File: src/rtl/sync_hunt_pkg.sv
package sync_hunt_pkg;

  typedef enum logic [1:0] {
    RXM_ASYNC  = 2'b00,
    RXM_MONO   = 2'b01,
    RXM_BISYNC = 2'b10,
    RXM_FLAG   = 2'b11
  } rx_mode_e;

endpackage

File: src/rtl/sync_word_bank.sv
module sync_word_bank #(
  parameter int CHAR_W    = 8,
  parameter int NUM_WORDS = 2,
  localparam int SEL_W    = (NUM_WORDS > 1) ? $clog2(NUM_WORDS) : 1
) (
  input  logic                          clk,
  input  logic                          rst_n,
  input  logic                          wr_en,
  input  logic [SEL_W-1:0]              wr_sel,
  input  logic [CHAR_W-1:0]             wr_data,
  output logic [NUM_WORDS*CHAR_W-1:0]   words
);

  for (genvar g = 0; g < NUM_WORDS; g++) begin : g_word
    logic [CHAR_W-1:0] word_q;
    logic [CHAR_W-1:0] word_d;

    always_comb begin
      word_d = word_q;
      if (wr_en && (wr_sel == SEL_W'(g))) begin
        word_d = wr_data;
      end
    end

    always_ff @(posedge clk or negedge rst_n) begin
      if (!rst_n) begin
        word_q <= '0;
      end else begin
        word_q <= word_d;
      end
    end

    assign words[g*CHAR_W +: CHAR_W] = word_q;
  end

  AST_WORDS_HOLD: assert property (@(posedge clk) disable iff (!rst_n)
    !wr_en |=> $stable(words));

endmodule

File: src/rtl/serial_window.sv
module serial_window #(
  parameter int WIN_W = 16
) (
  input  logic             clk,
  input  logic             rst_n,
  input  logic             bit_en,
  input  logic             rx_bit,
  output logic [WIN_W-1:0] win_q,
  output logic [WIN_W-1:0] win_next
);

  always_comb begin
    win_next = win_q;
    if (bit_en) begin
      win_next = {rx_bit, win_q[WIN_W-1:1]};
    end
  end

  always_ff @(posedge clk or negedge rst_n) begin
    if (!rst_n) begin
      win_q <= '0;
    end else begin
      win_q <= win_next;
    end
  end

  AST_WIN_IDLE: assert property (@(posedge clk) disable iff (!rst_n)
    !bit_en |=> $stable(win_q));

endmodule

File: src/rtl/pattern_matcher.sv
module pattern_matcher
  import sync_hunt_pkg::*;
#(
  parameter int              CHAR_W = 8,
  parameter logic [CHAR_W-1:0] FLAG_PAT = 8'h7E,
  localparam int             WIN_W  = 2 * CHAR_W
) (
  input  rx_mode_e          mode,
  input  logic [WIN_W-1:0]  window,
  input  logic [CHAR_W-1:0] char_a,
  input  logic [CHAR_W-1:0] char_b,
  output logic              match
);

  logic [CHAR_W-1:0] newest_char;

  assign newest_char = window[WIN_W-1 -: CHAR_W];

  always_comb begin
    unique case (mode)
      RXM_MONO:   match = (newest_char == char_a);
      RXM_BISYNC: match = (window == {char_b, char_a});
      RXM_FLAG:   match = (newest_char == FLAG_PAT);
      default:    match = 1'b0;
    endcase
  end

endmodule

File: src/rtl/hunt_ctrl.sv
module hunt_ctrl
  import sync_hunt_pkg::*;
(
  input  logic     clk,
  input  logic     rst_n,
  input  rx_mode_e mode,
  input  logic     bit_en,
  input  logic     match,
  input  logic     hunt_cmd,
  input  logic     rx_enable,
  input  logic     abort_det,
  input  logic     ext_irq_en,
  output logic     hunt_status,
  output logic     sync_found,
  output logic     hunt_edge_irq
);

  logic hunt_q, hunt_d;
  logic found_q, found_d;
  logic irq_q, irq_d;
  logic enter;
  logic acquire;

  assign enter   = abort_det | ~rx_enable | (hunt_cmd & (mode != RXM_ASYNC));
  assign acquire = hunt_q & ~enter & bit_en & match;

  always_comb begin
    hunt_d = hunt_q;
    if (enter) begin
      hunt_d = 1'b1;
    end else if (acquire) begin
      hunt_d = 1'b0;
    end
    found_d = acquire;
    irq_d   = ext_irq_en & (hunt_d != hunt_q);
  end

  always_ff @(posedge clk or negedge rst_n) begin
    if (!rst_n) begin
      hunt_q  <= 1'b1;
      found_q <= 1'b0;
      irq_q   <= 1'b0;
    end else begin
      hunt_q  <= hunt_d;
      found_q <= found_d;
      irq_q   <= irq_d;
    end
  end

  assign hunt_status   = hunt_q;
  assign sync_found    = found_q;
  assign hunt_edge_irq = irq_q;

  AST_ENTRY_FORCES_HUNT: assert property (@(posedge clk) disable iff (!rst_n)
    (abort_det || !rx_enable) |=> hunt_status);
  AST_ENTRY_BEATS_MATCH: assert property (@(posedge clk) disable iff (!rst_n)
    enter |=> (hunt_status && !sync_found));
  AST_FOUND_ON_FALL: assert property (@(posedge clk) disable iff (!rst_n)
    sync_found |-> (!hunt_status && $past(hunt_status)));
  AST_SYNC_HELD: assert property (@(posedge clk) disable iff (!rst_n)
    (!hunt_status && !enter) |=> (!hunt_status && !sync_found));
  AST_ASYNC_NO_SYNC: assert property (@(posedge clk) disable iff (!rst_n)
    (mode == RXM_ASYNC) |=> !sync_found);
  AST_IRQ_ON_CHANGE: assert property (@(posedge clk) disable iff (!rst_n)
    hunt_edge_irq |-> (hunt_status != $past(hunt_status)));
  AST_IRQ_MASKED: assert property (@(posedge clk) disable iff (!rst_n)
    !ext_irq_en |=> !hunt_edge_irq);

endmodule

File: src/rtl/sync_hunt_detector.sv
module sync_hunt_detector
  import sync_hunt_pkg::*;
#(
  parameter int                CHAR_W   = 8,
  parameter logic [CHAR_W-1:0] FLAG_PAT = 8'h7E
) (
  input  logic              clk,
  input  logic              rst_n,
  input  logic              bit_en,
  input  logic              rx_bit,
  input  logic [1:0]        mode,
  input  logic              sync_wr,
  input  logic              sync_wr_sel,
  input  logic [CHAR_W-1:0] sync_wr_data,
  input  logic              hunt_cmd,
  input  logic              rx_enable,
  input  logic              abort_det,
  input  logic              ext_irq_en,
  output logic              hunt_status,
  output logic              sync_found,
  output logic              hunt_edge_irq
);

  localparam int NUM_WORDS = 2;
  localparam int WIN_W     = 2 * CHAR_W;

  rx_mode_e                  mode_e;
  logic [NUM_WORDS*CHAR_W-1:0] words;
  logic [WIN_W-1:0]          win_q;
  logic [WIN_W-1:0]          win_next;
  logic                      match;

  assign mode_e = rx_mode_e'(mode);

  sync_word_bank #(
    .CHAR_W    (CHAR_W),
    .NUM_WORDS (NUM_WORDS)
  ) u_words (
    .clk     (clk),
    .rst_n   (rst_n),
    .wr_en   (sync_wr),
    .wr_sel  (sync_wr_sel),
    .wr_data (sync_wr_data),
    .words   (words)
  );

  serial_window #(
    .WIN_W (WIN_W)
  ) u_window (
    .clk      (clk),
    .rst_n    (rst_n),
    .bit_en   (bit_en),
    .rx_bit   (rx_bit),
    .win_q    (win_q),
    .win_next (win_next)
  );

  pattern_matcher #(
    .CHAR_W   (CHAR_W),
    .FLAG_PAT (FLAG_PAT)
  ) u_match (
    .mode   (mode_e),
    .window (win_next),
    .char_a (words[0 +: CHAR_W]),
    .char_b (words[CHAR_W +: CHAR_W]),
    .match  (match)
  );

  hunt_ctrl u_ctrl (
    .clk           (clk),
    .rst_n         (rst_n),
    .mode          (mode_e),
    .bit_en        (bit_en),
    .match         (match),
    .hunt_cmd      (hunt_cmd),
    .rx_enable     (rx_enable),
    .abort_det     (abort_det),
    .ext_irq_en    (ext_irq_en),
    .hunt_status   (hunt_status),
    .sync_found    (sync_found),
    .hunt_edge_irq (hunt_edge_irq)
  );

  AST_RESET_QUIET: assert property (@(posedge clk) disable iff (!rst_n)
    $rose(rst_n) |-> (hunt_status && !sync_found));

endmodule

File: config.mk
export PLATFORM = sky130hd
export DESIGN_NAME = sync_hunt_detector
export DESIGN_NICKNAME = d
export VERILOG_FILES = /design/src/rtl/sync_hunt_pkg.sv /design/src/rtl/sync_word_bank.sv /design/src/rtl/serial_window.sv /design/src/rtl/pattern_matcher.sv /design/src/rtl/hunt_ctrl.sv /design/src/rtl/sync_hunt_detector.sv
export SDC_FILE = /design/constraint.sdc
export NUM_CORES = 1
export LEC_CHECK = 0
export BUFFER_PORTS_ARGS = -buffer_cell sky130_fd_sc_hd__buf_2
export CORE_ASPECT_RATIO = 0.9
export CORE_MARGIN = 10
export CORE_UTILIZATION = 35
export CTS_CLUSTER_DIAMETER = 120
export DETAILED_ROUTE_END_ITERATION = 7
export SETUP_SLACK_MARGIN = 0.4
export SKIP_LAST_GASP = 1
export SYNTH_ARGS = -nofsm -noshare
export SYNTH_HDL_FRONTEND = slang
export SYNTH_SLANG_ARGS = --single-unit
File: constraint.sdc
create_clock -name clk -period 1.95 [get_ports clk]
set_input_delay 0.39 -clock clk [delete_from_list [all_inputs] [get_ports clk]]
set_output_delay 0.39 -clock clk [all_outputs]
set_load 0.005 [all_outputs]
==> results.txt <==
----------------------------------------------------
[Cells and area]
  Share of final-layout standard cells stronger than drive strength 1 ... between 30% and 40%
  Area of all placed cells without fillers ... 0.002320 sq mm
  Antenna diode count ... 0
  Number of nets at the end of the flow ... 219
  Syn-to-layout area delta ... 21.10%

[Critical path]
  Number of logic stages on the critical path including buffering ... 6
  Maximum cell stage delay along the critical path ... 0.38 ns
  Worst Path Buf+Inv ... 0
  Kind of launch point of the worst setup path ... flop
  Startpoint of the most critical register-to-register path ... u_window.win_q[0]$_DFF_PN0_
  Beginning of the critical path ... u_window.win_q[0]$_DFF_PN0_
  Start-to-end type of the worst setup path ... flop to flop
  Top delay family on crit path ... compound AO/OA/AOI/OAI gates
  Critical path fanouts, max ... 2
  Setup slack on the worst flop-to-flop path ... approximately 0.12 ns
  Critical Path AT ... just over 2 ns
  Destination of the critical timing path ... u_ctrl.hunt_edge_irq$_DFF_PN0_
  Worst Setup End Kind ... flop
  Worst reg2reg endpoint ... u_ctrl.hunt_edge_irq$_DFF_PN0_
  Required time worst endpoint ... roughly 2.2 ns
  R2R depth ... 6
  Critical Path Slowest Stage Cell ... sky130_fd_sc_hd__dfrtp_1
  Critical path cell sequence ... mux2_4 > xnor2_2 > a2111oi_4 > nand4_1 > o32a_1 > o22ai_1

[Synth]
  Share of the synthesized area in compound gates (AO/OA/AOI/OAI) ... between 8 and 9%
  Simple-Gate Fraction of Synth Area ... about a tenth
  Seq/Total Area, Yosys ... between 40% and 50%
  Xor and xnor fraction of the mapped netlist area ... a little under a tenth
  Multiplexer area fraction after synthesis ... approximately 22%
  Cell types with the largest area share after synthesis ... sky130_fd_sc_hd__dfrtp_1 (44%), sky130_fd_sc_hd__mux2_2 (8.8%), sky130_fd_sc_hd__xnor2_1 (7.3%), sky130_fd_sc_hd__mux2_1 (4.7%), sky130_fd_sc_hd__mux2i_1 (3.1%)
  Cell type with the largest total area after synthesis ... sky130_fd_sc_hd__dfrtp_1
  Number of standard cells after synthesis ... ~160
  Leading post-synthesis cells by instance count ... sky130_fd_sc_hd__dfrtp_1 (34), sky130_fd_sc_hd__xnor2_1 (16), sky130_fd_sc_hd__mux2_2 (15), sky130_fd_sc_hd__inv_1 (12), sky130_fd_sc_hd__nand2_1 (10)
  Post-synth design cell area ... around 0.0019 sq mm
  Net count of the mapped netlist ... 181
  Synthesized flop and latch total ... 35
  Number of warnings printed during yosys synthesis ... 0
  Share of flip-flops with an asynchronous set or reset ... 100.0%
  Post-synthesis share of cell area spent on full adders, half adders and majority gates ... 0%
  Most numerous cell in the Yosys netlist ... sky130_fd_sc_hd__dfrtp_1
  Post-synth EDFFs ... 0
  Number of distinct library cells after synthesis ... 40
  Dominant combinational cell family by area after synthesis ... multiplexers
  Share of the synthesized area in the top cell type ... between 40 and 50%
  Avg Synthesized Cell Area ... between 10 and 15 sq um
  Ys flop type ... sky130_fd_sc_hd__dfrtp_1

[Place]
  Placement-stage worst setup slack ... -0.3501 ns
  Detailed Place HPWL ... 3273 microns
  Instance area at placement ... 0.002158 sq mm
  IO buf count ... 22
  Placer's final routability congestion estimate ... between 0.8 and 0.9

[Floorplanning]
  Number of standard-cell rows in the floorplan ... 25
  Full die area ... between 0.008 and 0.009 sq mm
  Core area ... about 0.0053 sq mm
  Initial core utilization ... roughly 36%
  Number of top-level design ports ... 23
  Floorplan die width ... 97.98 microns
  Overall die height ... about 90 microns

[Timing]
  Setup-failing EPs final ... 0
  Setup slack of the critical path after layout ... 0.1241 ns
  RSZ-0062 raised after global routing ... yes
  Hold violation count in the final report ... 0
  Fmax achieved ... 0.5477 GHz
  Max transition margin ... between 60 and 70%
  Slew at the pin closest to its max-slew limit ... between 0.4 and 0.5 ns
  Number of pins with negative max-slew slack in the final report ... 0
  Post-layout minimum cycle time ... 1.826 ns
  Final critical-path share of the clock period ... between 90% and 100%
  Clock Skew ... about 0.0043 ns

[Pwr]
  Maximum VDD drop ... approximately 0.42 mV
  Leakage power ... approximately 0.0010 uW
  Pwr/cell area ... about 1100 mW/mm^2

[Drt]
  Routed length on met3 ... between 150 and 200 microns
  Count of unresolved DRC violations after routing ... 0
  Wire length per cell after detailed routing ... around 16 microns
  Wl on met1 ... about 2200 microns
  Count of routing violations after the opening detailed-route iteration ... between 90 and 100
  Final antenna-violating net count ... 0
  Topmost layer with routed signal wires ... met4
  Detail-routed via count per cell ... around 5
  First-pass detailed-route iteration total ... 4
  Total vias in the final route ... approximately 1300
  Routed met2 length ... just under 2000 microns
  Post-Route WL ... approximately 4300 microns

[Status]
  Status ... completed

[Clock tree]
  CTS tree ... done
  H-tree lvl count ... 2
  TritonCTS Buffers ... 5
  Clock-pin slew on the worst setup and hold paths ... roughly 0.070 ns
  Skew-Pair Late Insertion Delay ... between 0.2 and 0.3 ns
  Number of buffers inserted for hold repair after clock tree synthesis ... 0
  Maximum clock path buffer count ... 2
  Root Buffer ... sky130_fd_sc_hd__clkbuf_8
  TritonCTS Sinks ... 35

[Min path]
  Worst Hold Class ... primary input to asynchronous set/reset pin

[Global routing]
  Gr usage total ... around a tenth
  Initial antenna violation count ... 0
  Wire length of the first global-routing pass ... 7341 microns
  Largest net degree at the start of global routing ... 36
  Grt ovf ... 0
  Vias in the first global route ... 1333

[Job]
  Max-Cap Viols ... 0

----------------------------------------------------
[registers in the layout, indices dropped and copies added (netlist names)]
name,count
u_window.win_q,16
u_words.g_word.word_q,16
u_ctrl.hunt_edge_irq,1
u_ctrl.hunt_status,1
u_ctrl.sync_found,1
[layer usage]
| layer | vias up | track usage (%) |
|---|---|---|
| li1 | 653 | - |
| met1 | 647 | 14.30 |
| met2 | 21 | 14.18 |
| met3 | 6 | 3.366 |
| met4 | 0 | 3.995 |
| met5 | - | 0 |
[cell usage in the layout (no fill, tap or decap), types with 2 or more instances in the layout]
master and n:
sky130_fd_sc_hd__o221ai_1 4, sky130_fd_sc_hd__nor2_1 4, sky130_fd_sc_hd__nand4_1 3, sky130_fd_sc_hd__o21ai_1 2, sky130_fd_sc_hd__and3_1 2, sky130_fd_sc_hd__dfrtp_1 34, sky130_fd_sc_hd__nand3_1 4, sky130_fd_sc_hd__nor4_1 2
sky130_fd_sc_hd__mux2i_4 3, sky130_fd_sc_hd__a21oi_1 2, sky130_fd_sc_hd__nor4_2 2, sky130_fd_sc_hd__clkbuf_8 7, sky130_fd_sc_hd__o21bai_1 2, sky130_fd_sc_hd__xor2_1 3, sky130_fd_sc_hd__mux2_4 4, sky130_fd_sc_hd__inv_1 12
sky130_fd_sc_hd__nor2b_1 2, sky130_fd_sc_hd__nand2_1 10, sky130_fd_sc_hd__buf_2 21, sky130_fd_sc_hd__o21ai_0 2, sky130_fd_sc_hd__nor3_1 2, sky130_fd_sc_hd__mux2i_1 6, sky130_fd_sc_hd__mux2_2 14, sky130_fd_sc_hd__buf_4 13
sky130_fd_sc_hd__mux2_1 8, sky130_fd_sc_hd__xnor2_1 15
[report_power, final]
| group | leakage, uW | switching, uW | internal [uW] |
|---|---|---|---|
| clock network | 0.0000515 | 260 | 322 |
| registers | 0.000418 | 190 | 902 |
| logic | 0.000554 | 408 | 454 |
[kinds of logic after synthesis]
family	Yosys count
flops	35
mux	35
compound gates	20
xor+xnor	20
simple gates	34
buf+inv	17
[stage by stage]
| step | std cells | power (uW) | hold WS (ns) | setup TNS [ns] | util [%] |
|---|---|---|---|---|---|
| after global placement | 257 | 1856 | 0.4552 | -0.7485 | 40.83 |
| after detailed placement | 257 | 1861 | 0.4567 | -0.8717 | 40.83 |
| after global routing | 267 | 2719 | 0.1608 | 0 | 43.88 |
| after CTS | 267 | 2541 | 0.1392 | 0 | 43.74 |
| after floorplan | 161 | 1615 | 0.09441 | 0 | - |
| final | 267 | 2536 | 0.1190 | 0 | 43.88 |
[timing repair]
item	in CTS	in global routing
resized for setup	6	1
setup endpoints to repair	3	3
pin swaps	4	3
buffers inserted	2	0
[final cells by class]
type | instances | area [sq um]
clock buffers | 8 | 100.1
inverters | 13 | 52.55
multi-input cells | 109 | 992.2
flip-flops and latches | 35 | 877.1
repair buffers | 35 | 214.0
well taps | 67 | 83.83
fillers | 517 | 2967
[worst min-delay path by stage]
stage	start	to	slack, ns	depth (start not counted)
floorplan	rst_n	u_ctrl.hunt_edge_irq$_DFF_PN0_	0.09	0
global placement	rst_n	u_words.g_word[0].word_q[3]$_DFFE_PN0P_	0.46	2
detailed placement	rst_n	u_words.g_word[0].word_q[3]$_DFFE_PN0P_	0.46	2
CTS	rst_n	u_window.win_q[13]$_DFF_PN0_	0.14	2
global route	rst_n	u_words.g_word[0].word_q[3]$_DFFE_PN0P_	0.16	2
finish	rst_n	u_words.g_word[0].word_q[3]$_DFFE_PN0P_	0.12	2
Power figures use the tool's default switching activity.
